<file path="src/rtl/irqb_pkg.sv">
package irqb_pkg;

    typedef struct packed {
        logic buf_en;   // bit 1: hold a second pending edge
        logic cor;      // bit 0: status clears on read
    } ctrl_t;

    typedef enum logic [2:0] {
        REG_NONE,
        REG_STS_A,
        REG_MSK_A,
        REG_STS_B,
        REG_MSK_B,
        REG_EDGE,
        REG_CTRL,
        REG_TEST
    } reg_kind_e;

endpackage

</file>
<file path="src/rtl/irqb_edge_detect.sv">
module irqb_edge_detect #(
    parameter int N_IN = 20
) (
    input  logic              clk,
    input  logic              rst_n,
    input  logic [N_IN-1:0]   din,
    input  logic [2*N_IN-1:0] cfg,
    output logic [N_IN-1:0]   ev
);

    typedef struct packed {
        logic [N_IN-1:0] s1;
        logic [N_IN-1:0] s2;
        logic [N_IN-1:0] prev;
    } sync_st_t;

    sync_st_t st_q, st_d;

    always_comb begin
        st_d      = st_q;
        st_d.s1   = din;
        st_d.s2   = st_q.s1;
        st_d.prev = st_q.s2;
    end

    always_ff @(posedge clk or negedge rst_n) begin
        if (!rst_n) st_q <= '0;
        else        st_q <= st_d;
    end

    for (genvar i = 0; i < N_IN; i++) begin : g_det
        logic rise_i, fall_i;
        assign rise_i = st_q.s2[i] & ~st_q.prev[i];
        assign fall_i = ~st_q.s2[i] & st_q.prev[i];
        assign ev[i]  = (rise_i & cfg[2*i+1]) | (fall_i & cfg[2*i]);
    end

endmodule

</file>
<file path="src/rtl/irqb_line_state.sv">
module irqb_line_state #(
    parameter int N_IN  = 20,
    parameter int IDX_W = 3
) (
    input  logic             clk,
    input  logic             rst_n,
    input  logic [N_IN-1:0]  ev,
    input  logic [N_IN-1:0]  tset,
    input  logic             cor,
    input  logic             buf_en,
    input  logic             sts_rd,
    input  logic             sts_wr,
    input  logic             msk_wr,
    input  logic [IDX_W-1:0] byte_idx,
    input  logic [7:0]       wdata,
    output logic [N_IN-1:0]  sts,
    output logic [N_IN-1:0]  msk,
    output logic             irq_n,
    output logic             summary
);

    localparam int NB = (N_IN + 7) / 8;
    localparam int W  = NB * 8;

    typedef struct packed {
        logic [N_IN-1:0] sts;
        logic [N_IN-1:0] msk;
        logic [N_IN-1:0] pend;
    } line_st_t;

    line_st_t st_q, st_d;

    logic [N_IN-1:0] wvec, bvec, clr_vec, set_vec, live;

    assign wvec    = N_IN'(W'(wdata) << (8 * byte_idx));
    assign bvec    = N_IN'(W'(8'hFF) << (8 * byte_idx));
    assign set_vec = ev | tset;

    always_comb begin
        clr_vec = '0;
        if (sts_wr && !cor)     clr_vec = wvec;
        else if (sts_rd && cor) clr_vec = bvec;

        st_d      = st_q;
        st_d.sts  = (st_q.sts & ~clr_vec) | set_vec | (st_q.pend & clr_vec);
        st_d.pend = st_q.pend & ~clr_vec;
        if (buf_en) st_d.pend = st_d.pend | (set_vec & st_q.sts & ~clr_vec);
        if (msk_wr) st_d.msk = (st_q.msk & ~bvec) | (wvec & bvec);
    end

    always_ff @(posedge clk or negedge rst_n) begin
        if (!rst_n) begin
            st_q.sts  <= '0;
            st_q.msk  <= '1;
            st_q.pend <= '0;
        end else begin
            st_q <= st_d;
        end
    end

    assign live    = st_q.sts & ~st_q.msk;
    assign irq_n   = ~|live;
    assign summary = |live;
    assign sts     = st_q.sts;
    assign msk     = st_q.msk;

    // a status bit only rises when an edge or test write asked for it
    assert_set_cause_R4: assert property (@(posedge clk) disable iff (!rst_n)
        (st_q.sts != $past(st_q.sts)) |->
        ((st_q.sts & ~$past(st_q.sts) & ~$past(set_vec)) == '0));

    // write-one-to-clear removes the written bits unless re-set or held
    assert_w1c_R5: assert property (@(posedge clk) disable iff (!rst_n)
        (sts_wr && !cor) |=>
        ((st_q.sts & $past(wvec) & ~$past(set_vec | st_q.pend)) == '0));

    // clear-on-read empties the byte that was read
    assert_cor_R6: assert property (@(posedge clk) disable iff (!rst_n)
        (sts_rd && cor) |=>
        ((st_q.sts & $past(bvec) & ~$past(set_vec | st_q.pend)) == '0));

    // the output only releases after a register access
    assert_release_cause_R7: assert property (@(posedge clk) disable iff (!rst_n)
        $rose(irq_n) |-> $past(sts_rd || sts_wr || msk_wr));

endmodule

</file>
<file path="src/rtl/irq_bank_ctrl.sv">
module irq_bank_ctrl
    import irqb_pkg::*;
#(
    parameter int N_IN   = 20,
    parameter int ADDR_W = 5
) (
    input  logic              clk,
    input  logic              rst_n,
    input  logic [N_IN-1:0]   irq_in,
    input  logic [ADDR_W-1:0] reg_addr,
    input  logic              reg_rd,
    input  logic              reg_wr,
    input  logic [7:0]        reg_wdata,
    output logic [7:0]        reg_rdata,
    output logic [1:0]        irq_n,
    output logic [1:0]        irq_summary
);

    localparam int NB     = (N_IN + 7) / 8;
    localparam int NE     = (2 * N_IN + 7) / 8;
    localparam int CFG_W  = 2 * N_IN;
    localparam int PAD_W  = NB * 8;
    localparam int EDG_W  = NE * 8;
    localparam int IDX_W  = $clog2(NE + 1);
    localparam int OFS_MA = NB;
    localparam int OFS_SB = 2 * NB;
    localparam int OFS_MB = 3 * NB;
    localparam int OFS_ED = 4 * NB;
    localparam int OFS_CT = 4 * NB + NE;
    localparam int OFS_TS = OFS_CT + 1;
    localparam int OFS_END = OFS_TS + NB;

    typedef struct packed {
        logic [EDG_W-1:0] edge_sel;
        ctrl_t            ctrl;
        logic [7:0]       rdata;
    } top_st_t;

    top_st_t st_q, st_d;

    reg_kind_e        kind;
    logic [IDX_W-1:0] idx;
    logic [N_IN-1:0]  ev, tset;
    logic [N_IN-1:0]  sts_l [2];
    logic [N_IN-1:0]  msk_l [2];
    logic [7:0]       rd_byte;

    // address decode
    always_comb begin
        int a;
        a    = int'(reg_addr);
        kind = REG_NONE;
        idx  = '0;
        if (a < OFS_MA) begin
            kind = REG_STS_A; idx = IDX_W'(a);
        end else if (a < OFS_SB) begin
            kind = REG_MSK_A; idx = IDX_W'(a - OFS_MA);
        end else if (a < OFS_MB) begin
            kind = REG_STS_B; idx = IDX_W'(a - OFS_SB);
        end else if (a < OFS_ED) begin
            kind = REG_MSK_B; idx = IDX_W'(a - OFS_MB);
        end else if (a < OFS_CT) begin
            kind = REG_EDGE;  idx = IDX_W'(a - OFS_ED);
        end else if (a == OFS_CT) begin
            kind = REG_CTRL;
        end else if (a < OFS_END) begin
            kind = REG_TEST;  idx = IDX_W'(a - OFS_TS);
        end
    end

    assign tset = (reg_wr && kind == REG_TEST) ?
                  N_IN'(PAD_W'(reg_wdata) << (8 * idx)) : '0;

    // read mux
    always_comb begin
        case (kind)
            REG_STS_A: rd_byte = 8'(PAD_W'(sts_l[0]) >> (8 * idx));
            REG_MSK_A: rd_byte = 8'(PAD_W'(msk_l[0]) >> (8 * idx));
            REG_STS_B: rd_byte = 8'(PAD_W'(sts_l[1]) >> (8 * idx));
            REG_MSK_B: rd_byte = 8'(PAD_W'(msk_l[1]) >> (8 * idx));
            REG_EDGE:  rd_byte = 8'(st_q.edge_sel >> (8 * idx));
            REG_CTRL:  rd_byte = {6'b0, st_q.ctrl};
            default:   rd_byte = 8'h00;
        endcase
    end

    always_comb begin
        st_d = st_q;
        if (reg_wr && kind == REG_EDGE)
            st_d.edge_sel = (st_q.edge_sel & ~(EDG_W'(8'hFF) << (8 * idx)))
                          | (EDG_W'(reg_wdata) << (8 * idx));
        if (reg_wr && kind == REG_CTRL)
            st_d.ctrl = ctrl_t'(reg_wdata[1:0]);
        if (reg_rd)
            st_d.rdata = rd_byte;
    end

    always_ff @(posedge clk or negedge rst_n) begin
        if (!rst_n) st_q <= '0;
        else        st_q <= st_d;
    end

    assign reg_rdata = st_q.rdata;

    irqb_edge_detect #(.N_IN(N_IN)) u_edge (
        .clk   (clk),
        .rst_n (rst_n),
        .din   (irq_in),
        .cfg   (CFG_W'(st_q.edge_sel)),
        .ev    (ev)
    );

    for (genvar l = 0; l < 2; l++) begin : g_line
        localparam reg_kind_e STS_K = (l == 0) ? REG_STS_A : REG_STS_B;
        localparam reg_kind_e MSK_K = (l == 0) ? REG_MSK_A : REG_MSK_B;
        irqb_line_state #(.N_IN(N_IN), .IDX_W(IDX_W)) u_line (
            .clk      (clk),
            .rst_n    (rst_n),
            .ev       (ev),
            .tset     (tset),
            .cor      (st_q.ctrl.cor),
            .buf_en   (st_q.ctrl.buf_en),
            .sts_rd   (reg_rd && kind == STS_K),
            .sts_wr   (reg_wr && kind == STS_K),
            .msk_wr   (reg_wr && kind == MSK_K),
            .byte_idx (idx),
            .wdata    (reg_wdata),
            .sts      (sts_l[l]),
            .msk      (msk_l[l]),
            .irq_n    (irq_n[l]),
            .summary  (irq_summary[l])
        );
    end

    // read data only changes on a read
    assert_rdata_hold_R12: assert property (@(posedge clk) disable iff (!rst_n)
        !reg_rd |=> $stable(reg_rdata));

    if (N_IN % 8 != 0) begin : g_unused
        localparam int HI = N_IN % 8;
        // bits beyond the input count read as zero
        assert_unused_zero_R8: assert property (@(posedge clk) disable iff (!rst_n)
            (reg_rd && (kind == REG_STS_A || kind == REG_STS_B) &&
             idx == IDX_W'(NB - 1)) |=> (reg_rdata[7:HI] == '0));
    end

endmodule

</file>
<file path="config.mk">
export PLATFORM = sky130hd
export DESIGN_NAME = irq_bank_ctrl
export DESIGN_NICKNAME = d
export VERILOG_FILES = /design/src/rtl/irqb_pkg.sv /design/src/rtl/irqb_edge_detect.sv /design/src/rtl/irqb_line_state.sv /design/src/rtl/irq_bank_ctrl.sv
export SDC_FILE = /design/constraint.sdc
export NUM_CORES = 1
export LEC_CHECK = 0
export BUFFER_PORTS_ARGS = -buffer_cell sky130_fd_sc_hd__buf_2
export CAP_MARGIN = 20
export CORE_UTILIZATION = 56
export CTS_CLUSTER_SIZE = 30
export DETAILED_ROUTE_END_ITERATION = 7
export PLACE_DENSITY = 0.74
export SETUP_SLACK_MARGIN = 0.1
export SLEW_MARGIN = 20
export SYNTH_ARGS = -nofsm -noshare
export SYNTH_HDL_FRONTEND = slang
export SYNTH_HIERARCHICAL = 1
export SYNTH_SLANG_ARGS = --single-unit
</file>
<file path="constraint.sdc">
create_clock -name clk -period 1.63 [get_ports clk]
set_input_delay 0.326 -clock clk [delete_from_list [all_inputs] [get_ports clk]]
set_output_delay 0.326 -clock clk [all_outputs]
set_load 0.01 [all_outputs]
</file>
* Word-level counts from Yosys, hierarchy flattened *
Cells that the tools add are included.

operators by class
  $add $sub $neg = 5
  order comparisons = 6
  equal/unequal tests = 8
  shift operators = 9
  muxes and demuxes = 22
  bitwise gates (word level) = 172
  reductions and logical operators = 18

operator list
  kind                                                 count
  AND 20 bit                                           15
  OR 20 bit                                            9
  2-to-1 mux 20 bit                                    7
  NOT 20 bit                                           5
  AND 1 bit                                            80
  right shift 20 x 6 -> 8 bit                          4
  case mux 8 bit (6 select lines)                      1
  2-to-1 mux 3 bit                                     14
  AND 40 bit                                           1
  NOT 1 bit                                            40
  NOT 40 bit                                           1
  OR 40 bit                                            1
  OR reduction 20 bit                                  2
  left shift 8 x 6 -> 40 bit                           1
  left shift 8 x 6 -> 40 bit (first input constant)    1
  right shift 40 x 6 -> 8 bit                          1
  OR 1 bit                                             20
  left shift 8 x 6 -> 20 bit                           1
  left shift 8 x 6 -> 20 bit (first input constant)    1
  logical AND 1 bit                                    13
  == test 3 bit (second input constant)                4
  < comparator 5 x 4 -> 1 bit (second input constant)  2
  < comparator 5 bit (second input constant)           2
  == test 3 x 2 -> 1 bit (second input constant)       2
  8 further kinds                                      12

storage, ports and cells
  flip-flop bits (word level) = 230
  input port bits = 37
  word-level logic and storage cells = 253

* Longest topological paths before layout *
  word-level depth = 17
  depth in mapped cells = 16

* Cells and area by module *
The synthesis kept the hierarchy.

by module, submodules not included
  module            instances  cells an instance  area each (µm²)
  irqb_line_state   2          315                3204.3
  irq_bank_ctrl     1          376                3802.4
  irqb_edge_detect  1          120                1901.8

* Worst setup path before layout *
OpenSTA, ideal clock, no wires.

  path kind = input-to-reg
  start point = input port reg_addr[2]
  end point = register g_line[1].u_line/sts[12] (netlist name)
  arrival time = 3258 ps
  data required time = 1501 ps
  slack = -1757 ps
  stages on the path = 14
  cell sequence = buf_4 > buf_2 > inv_1 > ha_1 > nand2b_1 > buf_4 > a21oi_1 > nand3_1 > buf_1 > nor2_1 > or3b_4 > nor2_4 > a21oi_1 > a2111o_1

RTL lines
  what         line                 RTL
  from (decl)  irq_bank_ctrl.sv:10  input logic [ADDR_W-1:0] reg_addr,

==> flow_summary.html <==
<table>
<tr><th>Metric</th><th>Value</th></tr>
<tr><th colspan="2">Synthesis</th></tr>
<tr><td>Post-Syn Area per Cell</td><td>10.8 µm²</td></tr>
<tr><td>Number of different library cells in the post-synthesis netlist</td><td>82</td></tr>
<tr><td>Largest cells by area after synthesis</td><td>sky130_fd_sc_hd__dfrtp_1 39%, sky130_fd_sc_hd__dfstp_2 8.7%, sky130_fd_sc_hd__buf_4 5.6%</td></tr>
<tr><td>Netlist area before placement</td><td>12100 µm²</td></tr>
<tr><td>Net Count, Synth</td><td>1170</td></tr>
<tr><td>Async S/R FF share, synth</td><td>100%</td></tr>
<tr><td>Most instantiated flip-flop cell in the synthesis netlist</td><td>sky130_fd_sc_hd__dfrtp_1</td></tr>
<tr><td>Number of flops mapped to enable cells by yosys</td><td>0</td></tr>
<tr><td>Top post-synthesis cells by count</td><td>190 x sky130_fd_sc_hd__dfrtp_1, 91 x sky130_fd_sc_hd__buf_4, 84 x sky130_fd_sc_hd__nand2_1</td></tr>
<tr><td>Flip-flop and latch count after synthesis</td><td>230</td></tr>
<tr><td>Area share of the largest cell type after synthesis</td><td>39.3%</td></tr>
<tr><td>Largest area contributor in the netlist</td><td>sky130_fd_sc_hd__dfrtp_1</td></tr>
<tr><td>Leading cell type by number of instances after synthesis</td><td>sky130_fd_sc_hd__dfrtp_1</td></tr>
<tr><td>Instance count of the mapped netlist</td><td>1126</td></tr>
<tr><td>Count of yosys warnings during synthesis</td><td>6</td></tr>
<tr><td>Sequential-to-total area share from yosys stat</td><td>47.9%</td></tr>
<tr><th colspan="2">Place</th></tr>
<tr><td>PortBufs</td><td>48</td></tr>
<tr><td>HPWL after detailed placement</td><td>28200 µm</td></tr>
<tr><td>Routability cong.</td><td>1.02</td></tr>
<tr><td>Post-placement cell count</td><td>1550</td></tr>
<tr><th colspan="2">Critical path</th></tr>
<tr><td>Critical path cell sequence</td><td>buf_12 &gt; clkinv_8 &gt; buf_6 &gt; ha_4 &gt; nand2b_1 &gt; a31oi_2 &gt; o311ai_2 &gt; nand2_2 &gt; clkinv_4 &gt; buf_6 &gt; buf_6 &gt; buf_6 &gt; buf_6 &gt; nor3_4 &gt; buf_6 &gt; buf_12 &gt; buf_12 &gt; o21ai_4</td></tr>
<tr><td>Data arrival, critical path</td><td>3.23 ns</td></tr>
<tr><td>Crit-path leading delay family</td><td>buffers and inverters</td></tr>
<tr><td>CP Launch Type</td><td>input pin</td></tr>
<tr><td>Top fanout value on the critical path</td><td>7</td></tr>
<tr><td>Critical Setup Path Class</td><td>input pin to flip-flop</td></tr>
<tr><td>Most numerous cell on the critical path</td><td>sky130_fd_sc_hd__buf_6</td></tr>
<tr><td>Capturing element type of the critical path</td><td>flip-flop</td></tr>
<tr><td>Worst path slowest cell</td><td>sky130_fd_sc_hd__nor3_4</td></tr>
<tr><td>Data required time at the worst endpoint</td><td>2.09 ns</td></tr>
<tr><td>Delay of the slowest cell on the worst path</td><td>0.56 ns</td></tr>
<tr><td>WP buf/inv</td><td>11</td></tr>
<tr><th colspan="2">Floorplanning</th></tr>
<tr><td>Die boundary width</td><td>149 µm</td></tr>
<tr><td>Die ar.</td><td>22200 µm²</td></tr>
<tr><td>Number of cell rows</td><td>53</td></tr>
<tr><td>Core region area</td><td>21100 µm²</td></tr>
<tr><td>Ports</td><td>49</td></tr>
<tr><td>Die height</td><td>149 µm</td></tr>
<tr><td>Initial cell density of the core</td><td>57.4%</td></tr>
<tr><th colspan="2">Timing</th></tr>
<tr><td>Worst clock skew</td><td>0.0190 ns</td></tr>
<tr><td>Portion of the clock cycle consumed by the worst path in the final layout</td><td>170%</td></tr>
<tr><td>Unrepaired setup endpoints after global routing</td><td>yes</td></tr>
<tr><td>Final setup violation count</td><td>172</td></tr>
<tr><td>Post-route setup TNS</td><td>-126.49 ns</td></tr>
<tr><td>Headroom to the max-slew limit</td><td>34.2%</td></tr>
<tr><td>Actual slew at the worst max-slew pin</td><td>0.982 ns</td></tr>
<tr><td>Hold violation count in the final report</td><td>0</td></tr>
<tr><td>Final Max Slew Viols</td><td>0</td></tr>
<tr><td>Worst Slack Setup Final</td><td>-1.14 ns</td></tr>
<tr><td>Fmax achieved</td><td>361 MHz</td></tr>
<tr><td>Final critical-path required period</td><td>2.77 ns</td></tr>
<tr><th colspan="2">Detailed routing</th></tr>
<tr><td>Vias post-DR</td><td>11800</td></tr>
<tr><td>Total DRC errors in the routed layout</td><td>7</td></tr>
<tr><td>Number of routed nets with antenna violations</td><td>0</td></tr>
<tr><td>Avg Vias per Cell</td><td>7.04</td></tr>
<tr><td>Routed wire per std cell</td><td>30.8 µm</td></tr>
<tr><td>Routed wire length</td><td>51700 µm</td></tr>
<tr><td>Count of TritonRoute iterations in the first routing pass</td><td>8</td></tr>
<tr><td>Initial DRC Count</td><td>1676</td></tr>
<tr><th colspan="2">Power and ir drop</th></tr>
<tr><td>Net switching power of the design</td><td>7390 µW</td></tr>
<tr><td>Proportion of power drawn by combinational gates</td><td>32.7%</td></tr>
<tr><td>Switching power share of the total</td><td>34.6%</td></tr>
<tr><td>Clock share of power</td><td>26.7%</td></tr>
<tr><td>Internal portion of total power</td><td>14000 µW</td></tr>
<tr><td>Leakage power</td><td>0.00783 µW</td></tr>
<tr><td>Overall Power</td><td>21400 µW</td></tr>
<tr><td>Proportion of power drawn by flip-flops and latches</td><td>40.6%</td></tr>
<tr><td>Power density relative to cell area</td><td>1220 nW/µm²</td></tr>
<tr><td>Highest ir drop seen on vdd</td><td>0.00141 V</td></tr>
<tr><th colspan="2">Layout</th></tr>
<tr><td>Finished Layout Cells</td><td>1679</td></tr>
<tr><td>Layout area overhead</td><td>44.4%</td></tr>
<tr><td>Antenna diode count</td><td>0</td></tr>
<tr><td>Fin util</td><td>82.9%</td></tr>
<tr><td>Share of cells above drive strength 1</td><td>54.5%</td></tr>
<tr><td>Layout Nets</td><td>1430</td></tr>
<tr><th colspan="2">Job</th></tr>
<tr><td>Max-cap violations</td><td>0</td></tr>
<tr><th colspan="2">Run status</th></tr>
<tr><td>Status</td><td>finished, violations left</td></tr>
<tr><td>Violations in the final reports</td><td>design-rule violations, negative setup slack</td></tr>
<tr><th colspan="2">Clock tree</th></tr>
<tr><td>TritonCTS sink count</td><td>230</td></tr>
<tr><td>TritonCTS clock tree</td><td>done</td></tr>
<tr><td>Max Buffers Root-to-Sink</td><td>3</td></tr>
<tr><td>Cell chosen for the clock root</td><td>sky130_fd_sc_hd__clkbuf_16</td></tr>
<tr><td>Clock-pin slew on the worst setup and hold paths</td><td>0.06 ns</td></tr>
<tr><td>Total clock buffers created by CTS</td><td>25</td></tr>
<tr><td>Insertion delay of the later-clocked pin in the worst-skew pair</td><td>0.54 ns</td></tr>
<tr><td>Number of levels in the clock H-tree</td><td>1</td></tr>
<tr><th colspan="2">GRT</th></tr>
<tr><td>First-pass GRT wire length</td><td>67300 µm</td></tr>
<tr><td>Number of antenna violations at the first check in global routing</td><td>3</td></tr>
<tr><td>Pin count of the biggest net entering global routing</td><td>49</td></tr>
<tr><td>Remaining Overflow, GRT</td><td>0</td></tr>
<tr><td>Via count of the first global-routing pass</td><td>11400</td></tr>
<tr><td>Overall fraction of global-route tracks in use</td><td>40.7%</td></tr>
<tr><th colspan="2">Worst hold path</th></tr>
<tr><td>Path category of the worst min-delay check</td><td>input pin to flip-flop</td></tr>
</table>
==> worst reg2reg max path: stages, from the launching register on <==
cell	delay, ns
sky130_fd_sc_hd__dfrtp_1	0.54
sky130_fd_sc_hd__buf_4	0.24
sky130_fd_sc_hd__nand2_1	0.23
sky130_fd_sc_hd__buf_4	0.34
sky130_fd_sc_hd__nand2_1	0.20
sky130_fd_sc_hd__a311o_1	0.43
sky130_fd_sc_hd__a21o_1	0.16
==> final timing paths <==
kind	startpoint	cells after the start	end	slack (ns)
hold / removal	reg_wdata[7]	3	flip-flop	0.14
min in group asynchronous	rst_n	2	st_q[33]$_DFFE_PN0P_	0.28
setup reg to reg	st_q[8]$_DFFE_PN0P_	6	g_line[0].u_line/sts[11]$_DFF_PN0_	-0.61
hold reg to reg	u_edge/st_d[35]$_DFF_PN0_	0	u_edge/st_d[15]$_DFF_PN0_	0.34
setup / recovery	reg_addr[1]	18	flip-flop	-1.14
max in group asynchronous	rst_n	3	async pin	0.59
==> kinds of logic (layout without fill, tap and decap cells) <==
| kind of cell | count (synthesis) | count (layout) | synth area share [%] |
|---|---|---|---|
| flip-flops | 230 | 230 | 47.9 |
| XOR/XNOR | 1 | 1 | 0.0723 |
| buffers and inverters | 188 | 466 | 9.12 |
| AO/OA/AOI/OAI | 330 | 330 | 20.0 |
| multiplexers | 86 | 86 | 8.53 |
| AND/OR/NAND/NOR | 284 | 284 | 13.7 |
| adder cells (fa/ha/maj) | 7 | 7 | 0.723 |
==> cell type report <==
type,instances,area [µm²]
Clock buffer,37,711
Multi-Input combinational cell,708,6990
Fill cell,972,3600
Clock inverter,8,103
Tap cell,275,344
Sequential cell,230,5810
Timing Repair Buffer,356,3260
Inverter,65,280
==> timing repair <==
action	CTS	global route
hold buffers	21	0
pin swaps	171	63
endpoints found under the hold margin	48	0
setup endpoints to repair	174	174
resized for setup	325	144
setup buffers	59	27
==> stage by stage <==
step | cell area [µm²] | hold slack, ns | setup slack [ns]
6_report | 17500 | 0.137 | -1.14
5_1_grt | 17500 | 0.132 | -1.17
4_1_cts | 16700 | 0.0851 | -0.743
3_5_place_dp | 14000 | 0.288 | -1.50
3_3_place_gp | 14000 | 0.296 | -1.50
2_1_floorplan | 12500 | 0.0304 | -1.40
==> power groups by stage <==
stage / Clock (µW) / Sequential (µW) / Combinational [µW]
detailed placement: 0 / 8360 / 4810
global placement: 0 / 8310 / 4690
floorplan: 0 / 8040 / 3460
global route: 5990 / 8730 / 7230
finish: 5720 / 8680 / 6980
CTS: 5690 / 8350 / 5700
==> per-layer routing <==
layer | share of wire, % | vias to the layer above | track usage (%)
li1 | - | 4546 | -
met2 | 42 | 1155 | 62.7
met5 | 0.32 | - | 0
met3 | 15 | 489 | 12.9
met1 | 32 | 5628 | 49.4
met4 | 9.9 | 10 | 26.1
==> cell usage in the layout, fill, tap and decap left out, types with 19 or more instances in the layout <==
cell type / n
sky130_fd_sc_hd__o21ai_1: 22
sky130_fd_sc_hd__clkbuf_16: 26
sky130_fd_sc_hd__buf_12: 21
sky130_fd_sc_hd__mux2_4: 63
sky130_fd_sc_hd__dfstp_2: 40
sky130_fd_sc_hd__dlygate4sd3_1: 21
sky130_fd_sc_hd__nand3b_1: 32
sky130_fd_sc_hd__a21oi_2: 27
sky130_fd_sc_hd__nor2_1: 19
sky130_fd_sc_hd__inv_1: 57
sky130_fd_sc_hd__buf_2: 43
sky130_fd_sc_hd__mux2i_1: 19
sky130_fd_sc_hd__o21ai_2: 34
sky130_fd_sc_hd__and2_4: 26
sky130_fd_sc_hd__buf_4: 185
sky130_fd_sc_hd__buf_6: 74
sky130_fd_sc_hd__a21oi_4: 24
sky130_fd_sc_hd__o211ai_1: 27
sky130_fd_sc_hd__nand2_1: 59
sky130_fd_sc_hd__dfrtp_1: 190
No activity file was read; power rests on OpenSTA's default activity.
